File: config.mk
export PLATFORM = sky130hd
export DESIGN_NAME = xlate_ctx_sel
export DESIGN_NICKNAME = d
export VERILOG_FILES = /design/src/rtl/xctx_pkg.sv /design/src/rtl/xctx_mach_stage.sv /design/src/rtl/xctx_hyp_stage.sv /design/src/rtl/xctx_final_stage.sv /design/src/rtl/xlate_ctx_sel.sv
export SDC_FILE = /design/constraint.sdc
export NUM_CORES = 1
export LEC_CHECK = 0
export BUFFER_PORTS_ARGS = -buffer_cell sky130_fd_sc_hd__buf_2
export CAP_MARGIN = 20
export CORE_AREA = 2 2 39 41
export DETAILED_ROUTE_END_ITERATION = 16
export DIE_AREA = 0 0 41 43
export PLACE_DENSITY = 0.38
export SLEW_MARGIN = 5
export SYNTH_ARGS = -nofsm -noshare
export SYNTH_HDL_FRONTEND = slang
export SYNTH_HIERARCHICAL = 1
export SYNTH_SLANG_ARGS = --single-unit
File: constraint.sdc
create_clock -name vclk -period 5.4
set_input_delay 1.08 -clock vclk [all_inputs]
set_output_delay 1.08 -clock vclk [all_outputs]
set_load 0.1 [all_outputs]
File: src/rtl/xctx_pkg.sv
package xctx_pkg;
    localparam int PRIV_W = 2;
    localparam int ACC_W  = 2;

    typedef enum logic [PRIV_W-1:0] {
        PRIV_U   = 2'd0,
        PRIV_S   = 2'd1,
        PRIV_RSV = 2'd2,
        PRIV_M   = 2'd3
    } priv_e;

    typedef enum logic [ACC_W-1:0] {
        ACC_FETCH = 2'd0,
        ACC_LOAD  = 2'd1,
        ACC_STORE = 2'd2,
        ACC_OTHER = 2'd3
    } acc_e;

    // reserved code folds onto user level
    function automatic priv_e norm_priv(input logic [PRIV_W-1:0] raw);
        priv_e r;
        unique case (raw)
            2'd1:    r = PRIV_S;
            2'd3:    r = PRIV_M;
            default: r = PRIV_U;
        endcase
        return r;
    endfunction
endpackage

File: src/rtl/xctx_mach_stage.sv
module xctx_mach_stage
    import xctx_pkg::*;
(
    input  priv_e cur_priv,
    input  logic  is_fetch,
    input  logic  mm_borrow,
    input  priv_e mm_saved_priv,
    input  logic  mm_saved_virt,
    input  logic  hyp_present,
    output priv_e priv_o,
    output logic  bg_o
);
    logic take;

    always_comb begin
        take   = (cur_priv == PRIV_M) && !is_fetch && mm_borrow;
        priv_o = take ? mm_saved_priv : cur_priv;
        bg_o   = take && hyp_present && mm_saved_virt;
    end

    always_comb begin

        fetch_no_mach_borrow_chk: assert (!is_fetch || (priv_o == cur_priv && !bg_o))
            else $error("fetch took machine borrow");

        mach_bg_source_chk: assert (!bg_o || (hyp_present && mm_saved_virt && mm_borrow))
            else $error("background select without machine source");
    end
endmodule

File: src/rtl/xctx_hyp_stage.sv
module xctx_hyp_stage
    import xctx_pkg::*;
(
    input  priv_e priv_i,
    input  logic  bg_i,
    input  logic  is_fetch,
    input  logic  hyp_present,
    input  logic  virt_on,
    input  logic  hs_borrow,
    input  logic  ss_saved_priv,
    output priv_e priv_o,
    output logic  bg_o
);
    logic take;

    always_comb begin
        take   = (priv_i == PRIV_S) && !is_fetch && hyp_present && !virt_on && hs_borrow;
        priv_o = take ? (ss_saved_priv ? PRIV_S : PRIV_U) : priv_i;
        bg_o   = take | bg_i;
    end

    always_comb begin

        hyp_gate_chk: assert (!(virt_on || !hyp_present) || (priv_o == priv_i && bg_o == bg_i))
            else $error("hypervisor borrow taken while gated");

        fetch_no_hyp_borrow_chk: assert (!is_fetch || (priv_o == priv_i && bg_o == bg_i))
            else $error("fetch took hypervisor borrow");
    end
endmodule

File: src/rtl/xctx_final_stage.sv
module xctx_final_stage
    import xctx_pkg::*;
(
    input  priv_e priv_i,
    input  logic  stage_two,
    input  logic  mmu_present,
    output priv_e eff_priv,
    output logic  bypass
);
    always_comb begin
        eff_priv = stage_two ? PRIV_U : priv_i;
        bypass   = (eff_priv == PRIV_M) || !mmu_present;
    end

    always_comb begin

        stage_two_user_chk: assert (!stage_two || eff_priv == PRIV_U)
            else $error("second stage not user");

        no_reserved_out_chk: assert (eff_priv != PRIV_RSV)
            else $error("reserved privilege on output");

        mmu_absent_bypass_chk: assert (mmu_present || bypass)
            else $error("no bypass without translation hardware");
    end
endmodule

File: src/rtl/xlate_ctx_sel.sv
module xlate_ctx_sel
    import xctx_pkg::*;
(
    input  logic [1:0] cur_priv,
    input  logic [1:0] access_kind,
    input  logic       mm_borrow,
    input  logic [1:0] mm_saved_priv,
    input  logic       mm_saved_virt,
    input  logic       hs_borrow,
    input  logic       ss_saved_priv,
    input  logic       hyp_present,
    input  logic       virt_on,
    input  logic       stage_two,
    input  logic       mmu_present,
    output logic [1:0] eff_priv,
    output logic       use_guest_regs,
    output logic       bypass
);
    priv_e cur_n, saved_n, m_priv, h_priv, f_priv;
    logic  is_fetch, m_bg, h_bg;

    always_comb begin
        cur_n    = norm_priv(cur_priv);
        saved_n  = norm_priv(mm_saved_priv);
        is_fetch = (acc_e'(access_kind) == ACC_FETCH);
    end

    xctx_mach_stage u_mach (
        .cur_priv     (cur_n),
        .is_fetch     (is_fetch),
        .mm_borrow    (mm_borrow),
        .mm_saved_priv(saved_n),
        .mm_saved_virt(mm_saved_virt),
        .hyp_present  (hyp_present),
        .priv_o       (m_priv),
        .bg_o         (m_bg)
    );

    xctx_hyp_stage u_hyp (
        .priv_i       (m_priv),
        .bg_i         (m_bg),
        .is_fetch     (is_fetch),
        .hyp_present  (hyp_present),
        .virt_on      (virt_on),
        .hs_borrow    (hs_borrow),
        .ss_saved_priv(ss_saved_priv),
        .priv_o       (h_priv),
        .bg_o         (h_bg)
    );

    xctx_final_stage u_final (
        .priv_i     (h_priv),
        .stage_two  (stage_two),
        .mmu_present(mmu_present),
        .eff_priv   (f_priv),
        .bypass     (bypass)
    );

    assign eff_priv       = f_priv;
    assign use_guest_regs = h_bg;

    always_comb begin

        no_borrow_no_bg_chk: assert (mm_borrow || hs_borrow || !use_guest_regs)
            else $error("background select with no borrow bit");
    end
endmodule

==> summary.txt, run 1 <==
Worst setup path
  • CP max-delay cell: buf_2
  • WP data arrival: ~2.7 ns
  • Most numerous cell on the critical path: buf_2
  • CP max FO: 3
  • Critical path class: in2out
  • Critical Path Sink Type: output pin
  • Worst Path Required: about 4.3 ns
  • Startpoint Class: input pin
  • Crit-path max cell delay: 0.41 ns
  • Crit path cell chain: buf_2, nor2_1, and4bb_1, nor2b_2, nor3b_2, a41oi_1, nor2b_4, a21bo_1, buf_2

Power
  • Maximum VDD drop: between 0.04 and 0.05 mV
  • PD cells: 98.0 nW/um2
  • Pwr Total: ~24 uW
  • Leakage: 0.146 nW

Die
  • Core Region: about 1400 um2
  • Die Height: between 40 and 50 um
  • I/O pin cnt: 18
  • Die X: between 40 and 50 um
  • Starting density of the core: 10.7%
  • Full die area: about 1800 um2
  • Placement Rows: 14

Logic synthesis
  • Yosys warnings: 6
  • Sequential area share after synthesis: 0%
  • Net count after synthesis: 35
  • Syn Inst Count: 21
  • Synth cell types: 15
  • Mapped cell area: approximately 150 um2
  • Synth Area per Inst: approximately 7.0 um2

Route
  • DR pass1 iterations: 2
  • DRC viols: 0
  • DR iter-0 viols: 6
  • Via count: 180
  • Vias/cell: 3.46
  • Post-DR wirelength/cell: roughly 8 um
  • Antenna-violating nets left: 0
  • WL final: around 400 um

Cells and area
  • Seq_cells: 0
  • Reg area: 0 um2
  • Layout clock buffers: 0
  • # nets final: 52
  • Share of layout cells above drive strength 1: between 60 and 70%
  • Antenna diodes: 0
  • Fill count: between 150 and 200
  • Area growth, synth to finish: 66.9%

Clocking
  • Hold_buf cts: 0
  • Setup repair bufs after CTS: 0
  • Gates resized, CTS repair: 0

STA
  • Setup-failing EPs final: 0
  • Worst Tran Pin Value: ~0.48 ns
  • TNS Setup: 0 ns
  • Crit path time final: 3.80 ns
  • Relative slew slack: 68.0%
  • RSZ-0062 raised after global routing: no
  • Final slew viol count: 0
  • Fmax: 0.263 GHz
  • Fin crit share: 70.4%
  • Hold Vio Cnt, Final: 0

Placed design
  • Placer congestion estimate: 0.584
  • PortBufs: 18

Global routing
  • Grt ovf: 0
  • Number of global-route vias before repair: around 170
  • Largest net degree at the start of global routing: 5
  • Global-route wire length before repair: between 600 and 700 um
  • Antenna violations before repair: 0
  • GR Util All Layers: between 4 and 5%

Min path
  • Min-Delay Path Class: in2out

Run status
  • Status: finished clean

Job
  • Max-cap violations: 0
[synthesized netlist by cell type, types with 2 or more instances]
master	count	area (um2)
inv_1	3	11.3
and2_1	2	12.5
clkbuf_1	3	11.3
nor2_1	2	7.51
[report_power, final]
part / switching, mW / internal [mW]
registers: 0 / 0
clock network: 0 / 0
logic: 0.0157 / 0.00846
[per-layer routing]
metal  vias to the layer above  track usage [%]  part of all wire (%)
li1                        102                -                     -
met1                        66             7.28                    46
met2                        12             8.13                    39
met3                         0                0                    14
met4                         0                0                     0
met5                         -                0                     0
[critical path, delay by kind of cell]
| kind | cells | cell delay (ns) |
|---|---|---|
| AO/OA/AOI/OAI | 2 | 0.32 |
| buffers and inverters | 2 | 0.50 |
| AND/OR/NAND/NOR | 5 | 0.83 |
[kinds of logic after synthesis]
kind of cell    Yosys count  share of synthesized area (%)
buf+inv                   6                           15.3
compound gates            4                           24.6
simple gates             11                           60.2
[metrics by stage]
| step | instances | hold WS [ns] | setup slack (ns) | area [um2] | utilization, % |
|---|---|---|---|---|---|
| after global routing | 52 | 2.59 | 1.41 | 246 | 17.8 |
| after detailed placement | 52 | 2.59 | 1.57 | 246 | 17.8 |
| after floorplan | 21 | 2.26 | 1.21 | 148 | - |
| after CTS | 52 | 2.59 | 1.56 | 246 | 17.8 |
| after global placement | 52 | 2.59 | 1.57 | 246 | 17.8 |
| final | 52 | 2.59 | 1.60 | 246 | 17.8 |
[layout by cell type (no fill, tap or decap)]
master    count
a21bo_1       1
a41o_1        1
a41oi_1       1
and2_1        2
and2b_2       1
and4bb_1      1
buf_2        18
inv_1         3
nand3_1       1
nand3b_1      1
nor2_1        2
nor2b_2       1
nor2b_4       1
nor3b_2       1
o21a_1        1
[final cells by class]
class | instances | area (um2) | share of cell area [%]
Tap cell | 16 | 20.0 | 8.12
Timing Repair Buffer | 18 | 90.1 | 36.5
Multi-Input combinational cell | 15 | 125 | 50.8
Inverter | 3 | 11.3 | 4.57
[final timing paths]
| check | from | end | slack (ns) | depth (start not counted) |
|---|---|---|---|---|
| hold / removal | stage_two | eff_priv[0] | 2.59 | 3 |
| setup / recovery | access_kind[1] | bypass | 1.60 | 9 |
(Power assumes the default switching activity.)
==> inputs of run 2 (changes only) <==
==> constraint.sdc (replaced) <==
create_clock -name vclk -period 3.65
set_input_delay 0.73 -clock vclk [all_inputs]
set_output_delay 0.73 -clock vclk [all_outputs]
set_load 0.1 [all_outputs]
==> run 2 against run 1 <==
Power rose by 49%. Sequential share of layout area unchanged. Via count grew 5.0%. Combinational power rose by 49%. Largest cell class unchanged. Routed wire length grew 8.0%. Sequential cell count unchanged. Setup slack got worse by 1.0 ns. Critical path depth unchanged. Worst hold slack got worse by 0.70 ns. Critical endpoint unchanged. Final cell count unchanged.
==> summary.txt, run 2 (same netlist as run 1, synthesis figures left out) <==
Worst setup path
  • WP data arrival: 2.37 ns (-0.35 ns)
  • Crit path cell chain: buf_2, nor2_1, and4bb_1, nor2b_2, nor3b_2, a41oi_1, nor2b_4, a21bo_1, buf_2
  • CP max-delay cell: buf_2
  • Critical path class: in2out
  • Critical Path Sink Type: output pin
  • Worst Path Required: 2.92 ns (-1.40 ns)
  • CP max FO: 3 (unchanged)
  • Most numerous cell on the critical path: buf_2
  • Startpoint Class: input pin
  • Crit-path max cell delay: 0.41 ns (about the same)

Global routing
  • Grt ovf: 0 (unchanged)
  • Number of global-route vias before repair: 169 (-1.7%)
  • Antenna violations before repair: 0 (unchanged)
  • GR Util All Layers: 5.09% (+0.20 points)
  • Global-route wire length before repair: 655 um (+2.2%)
  • Largest net degree at the start of global routing: 5 (unchanged)

Die
  • Placement Rows: 14 (unchanged)
  • Die Height: 43 um (unchanged)
  • Die X: 41 um (unchanged)
  • I/O pin cnt: 18 (unchanged)
  • Full die area: 1760 um2 (unchanged)
  • Starting density of the core: 10.7% (unchanged)
  • Core Region: 1380 um2 (unchanged)

Min path
  • WHS Endpoint: eff_priv[0]
  • Hold path depth: 3 (unchanged)
  • Min-Delay Path Class: in2out
  • Hold path start: stage_two

Power
  • Leakage: 0.146 nW (unchanged)
  • Pwr Total: 36.0 uW (+49%)
  • PD cells: 146 nW/um2 (+49%)
  • Maximum VDD drop: 0.0554 mV (+38%)

STA
  • TNS Setup: 0 ns (unchanged)
  • Setup-failing EPs final: 0 (unchanged)
  • Relative slew slack: 67.6% (-0.36 points)
  • Crit path time final: 3.10 ns
  • Fmax: about 0.32 GHz
  • Final slew viol count: 0 (unchanged)
  • Worst Tran Pin Value: 0.489 ns (+0.00538 ns)
  • RSZ-0062 raised after global routing: no
  • Hold Vio Cnt, Final: 0 (unchanged)
  • Fin crit share: 84.9%

Cells and area
  • Seq_cells: 0 (unchanged)
  • Layout clock buffers: 0 (unchanged)
  • # nets final: 52 (unchanged)
  • Share of layout cells above drive strength 1: 61.1% (unchanged)
  • Most frequent cells in the layout: buf_2, inv_1, and2_1, nor2_1
  • Antenna diodes: 0 (unchanged)
  • Area growth, synth to finish: 66.9% (unchanged)
  • Commonest non-fill, non-tap cell in the layout: buf_2
  • Reg area: 0 um2 (unchanged)

Route
  • Antenna-violating nets left: 0 (unchanged)
  • DR iter-0 viols: 2 (-4)
  • Via count: 189 (+5.0%)
  • Vias/cell: 3.63 (+5.0%)
  • DRC viols: 0 (unchanged)
  • WL final: 445 um (+8.0%)
  • Post-DR wirelength/cell: 8.56 um (+8.0%)
  • DR pass1 iterations: 2 (unchanged)

Placed design
  • PortBufs: 18 (unchanged)
  • Placer congestion estimate: 0.583 (-0.17%)

Clocking
  • Gates resized, CTS repair: 0 (unchanged)
  • Hold_buf cts: 0 (unchanged)
  • Setup repair bufs after CTS: 0 (unchanged)

Run status
  • Status: finished clean

Job
  • Max-cap violations: 0 (unchanged)
==> run 2: cell type report <==
cell class | count | area [um2]
fillers | 152 | 1140
inverters | 3 | 11.3
repair buffers | 18 | 90.1
well taps | 16 | 20.0
multi-input cells | 15 | 125
==> run 2: worst max path at each step <==
stage / startpoint / to / slack, ns / depth (start not counted)
finish: access_kind[1] / bypass / 0.55 / 9
global route: access_kind[1] / bypass / 0.41 / 9
CTS: access_kind[1] / bypass / 0.53 / 9
detailed placement: access_kind[1] / bypass / 0.53 / 9
global placement: access_kind[1] / bypass / 0.56 / 9
floorplan: access_kind[1] / bypass / 0.16 / 7
==> run 2: power breakdown <==
part           internal (mW)  total [mW]  switching, mW  leakage, nW
Clock                      0           0              0            0
Combinational         0.0125      0.0360         0.0235        0.146
Sequential                 0           0              0            0
==> run 2: metrics by stage <==
| stage | util [%] | std cells | hold WS, ns | setup slack (ns) | cell area (um2) |
|---|---|---|---|---|---|
| floorplan | - | 21 | 1.56 | 0.156 | 148 |
| global placement | 17.8 | 52 | 1.89 | 0.563 | 246 |
| detailed placement | 17.8 | 52 | 1.89 | 0.526 | 246 |
| CTS | 17.8 | 52 | 1.89 | 0.531 | 246 |
| global route | 17.8 | 52 | 1.91 | 0.409 | 246 |
| finish | 17.8 | 52 | 1.89 | 0.551 | 246 |
==> run 2: critical path, delay by kind of cell <==
family | cells | cell delay [ns]
and+or+nand+nor | 5 | 0.82
AOI/OAI and AO/OA | 2 | 0.31
buffers and inverters | 2 | 0.50
==> run 2: per-layer routing <==
metal / vias to the layer above / GRT usage (%) / routed length, um
li1: 100 / - / -
met1: 77 / 7.91 / 199
met2: 12 / 8.13 / 188
met3: 0 / 0 / 57
met4: 0 / 0 / 0
met5: - / 0 / 0
==> inputs of run 3 (changes only) <==
--- a/config.mk
+++ b/config.mk
@@ -10,7 +10,7 @@
 export CORE_AREA = 2 2 39 41
 export DETAILED_ROUTE_END_ITERATION = 16
 export DIE_AREA = 0 0 41 43
-export PLACE_DENSITY = 0.38
+export PLACE_DENSITY = 0.39
 export SLEW_MARGIN = 5
 export SYNTH_ARGS = -nofsm -noshare
 export SYNTH_HDL_FRONTEND = slang
==> constraint.sdc (replaced) <==
create_clock -name vclk -period 2.5
set_input_delay 0.5 -clock vclk [all_inputs]
set_output_delay 0.5 -clock vclk [all_outputs]
set_load 0.1 [all_outputs]
==> run 3 against run 2 <==
Global-route usage increased by 0.10 points. Sequential cell count unchanged. Setup slack got worse by 0.48 ns. Combinational power increased by 82%. Power increased by 82%. Critical path depth unchanged. Cell area increased by 28%. Die area unchanged. Via count decreased by 1.6%. Core utilization increased by 5.0 points. Non-clock buffer count unchanged. Highest routed layer unchanged.
==> summary.txt, run 3 (same netlist as run 1, synthesis figures left out) <==
Run status
  • Status: finished clean

Die
  • Die X: 41 um (unchanged)
  • Die Height: 43 um (unchanged)
  • Placement Rows: 14 (unchanged)
  • Core Region: 1380 um2 (unchanged)
  • I/O pin cnt: 18 (unchanged)
  • Full die area: 1760 um2 (unchanged)
  • Starting density of the core: 10.7% (unchanged)

Global routing
  • Number of global-route vias before repair: 193 (+14%)
  • GR Util All Layers: 5.19% (+0.10 points)
  • Largest net degree at the start of global routing: 5 (unchanged)
  • Antenna violations before repair: 0 (unchanged)
  • Global-route wire length before repair: 696 um (+6.3%)
  • Grt ovf: 0 (unchanged)

Worst setup path
  • WP data arrival: 1.93 ns (-0.44 ns)
  • Startpoint Class: input pin
  • Critical path class: in2out
  • Critical Path Sink Type: output pin
  • CP max FO: 3 (unchanged)
  • Worst Path Required: 2.00 ns (-0.92 ns)

Route
  • Top sig layer: met3
  • WL met2: 175 um (-6.9%)
  • DR pass1 iterations: 2 (unchanged)
  • DR iter-0 viols: 1 (-1)
  • DRC viols: 0 (unchanged)
  • WL final: 449 um (+0.90%)
  • Vias/cell: 3.58 (-1.6%)
  • Metal3 WL: 66 um (+16%)
  • Via count: 186 (-1.6%)
  • Post-DR wirelength/cell: 8.63 um (+0.90%)
  • Antenna-violating nets left: 0 (unchanged)
  • DRT met1 WL: 207 um (+4.0%)

STA
  • Fin crit share: between 90% and 100%
  • Fmax: a little over 0.4 GHz
  • Crit path time final: approximately 2.4 ns
  • Final slew viol count: 0 (unchanged)
  • RSZ-0062 raised after global routing: no
  • Relative slew slack: 87.4% (+20 points)
  • Hold Vio Cnt, Final: 0 (unchanged)
  • Setup-failing EPs final: 0 (unchanged)
  • Worst Tran Pin Value: 0.188 ns (-0.301 ns)

Job
  • Max-cap violations: 0 (unchanged)

Placed design
  • Placer congestion estimate: 0.592 (+1.5%)
  • Cell count after placement: 52 (unchanged)
  • Area of placed instances: 315 um2 (+28%)
  • PortBufs: 18 (unchanged)

Clocking
  • Setup repair bufs after CTS: 0 (unchanged)
  • Hold_buf cts: 0 (unchanged)
  • Gates resized, CTS repair: 0 (unchanged)

Cells and area
  • Seq_cells: 0 (unchanged)
  • Fin area: 315 um2 (+28%)
  • Most frequent cells in the layout: buf_2, buf_12, inv_1
  • Area growth, synth to finish: 114%
  • Reg area: 0 um2 (unchanged)
  • Share of layout cells above drive strength 1: 66.7% (+5.6 points)
  • Fin cells: 52 (unchanged)
  • # nets final: 52 (unchanged)
  • Commonest non-fill, non-tap cell in the layout: buf_2
  • Layout clock buffers: 0 (unchanged)
  • Antenna diodes: 0 (unchanged)

Min path
  • WHS Endpoint: eff_priv[0]
  • Hold path depth: 3 (unchanged)
  • Min-Delay Path Class: in2out
  • Hold path start: stage_two

Power
  • PD cells: 208 nW/um2 (+43%)
  • Leakage: 0.161 nW (+9.7%)
  • Maximum VDD drop: 0.106 mV (+92%)
[run 3: metrics by stage]
stage	util [%]	TNS [ns]	total power [mW]	hold WS, ns	worst slack [ns]
6_report	22.8	0	0.0657	1.32	0.0739
5_1_grt	22.8	0	0.0692	1.33	0.0129
2_1_floorplan	-	-0.122	0.0396	1.10	-0.122
4_1_cts	22.8	0	0.0663	1.32	0.0641
3_3_place_gp	22.8	0	0.0664	1.32	0.0744
3_5_place_dp	22.8	0	0.0662	1.32	0.0713
[run 3: area by class of cell]
type               count  area (um2)
fillers              158        1070
multi-input cells     15         134
well taps             16        20.0
inverters              3        11.3
repair buffers        18         150
[run 3: power by group]
group	total, mW	switching (mW)	internal, mW
Combinational	0.0657	0.0364	0.0292
Clock	0	0	0
Sequential	0	0	0
[run 3: routing by layer]
layer / track usage, % / up-vias
met1: 6.96 / 72
met3: 1.57 / 0
met2: 8.44 / 13
met4: 0 / 0
li1: - / 101
met5: 0 / -
[run 3: worst max-delay path, stage by stage]
cell,delay [ns]
buf_2,0.09
and2_1,0.15
and4bb_1,0.27
nor2b_2,0.06
nor3b_2,0.19
a41oi_1,0.13
nor2b_4,0.16
a21bo_4,0.21
buf_12,0.16
[run 3: how the worst max path moves through the flow]
| stage | startpoint | end | slack [ns] | cells after the start |
|---|---|---|---|---|
| after global placement | mm_saved_priv[1] | bypass | 0.07 | 9 |
| after CTS | mm_saved_priv[1] | bypass | 0.06 | 9 |
| after detailed placement | mm_saved_priv[1] | bypass | 0.07 | 9 |
| after global routing | access_kind[1] | bypass | 0.01 | 9 |
| after floorplan | mm_saved_priv[1] | bypass | -0.12 | 7 |
| final | mm_saved_priv[1] | bypass | 0.07 | 9 |
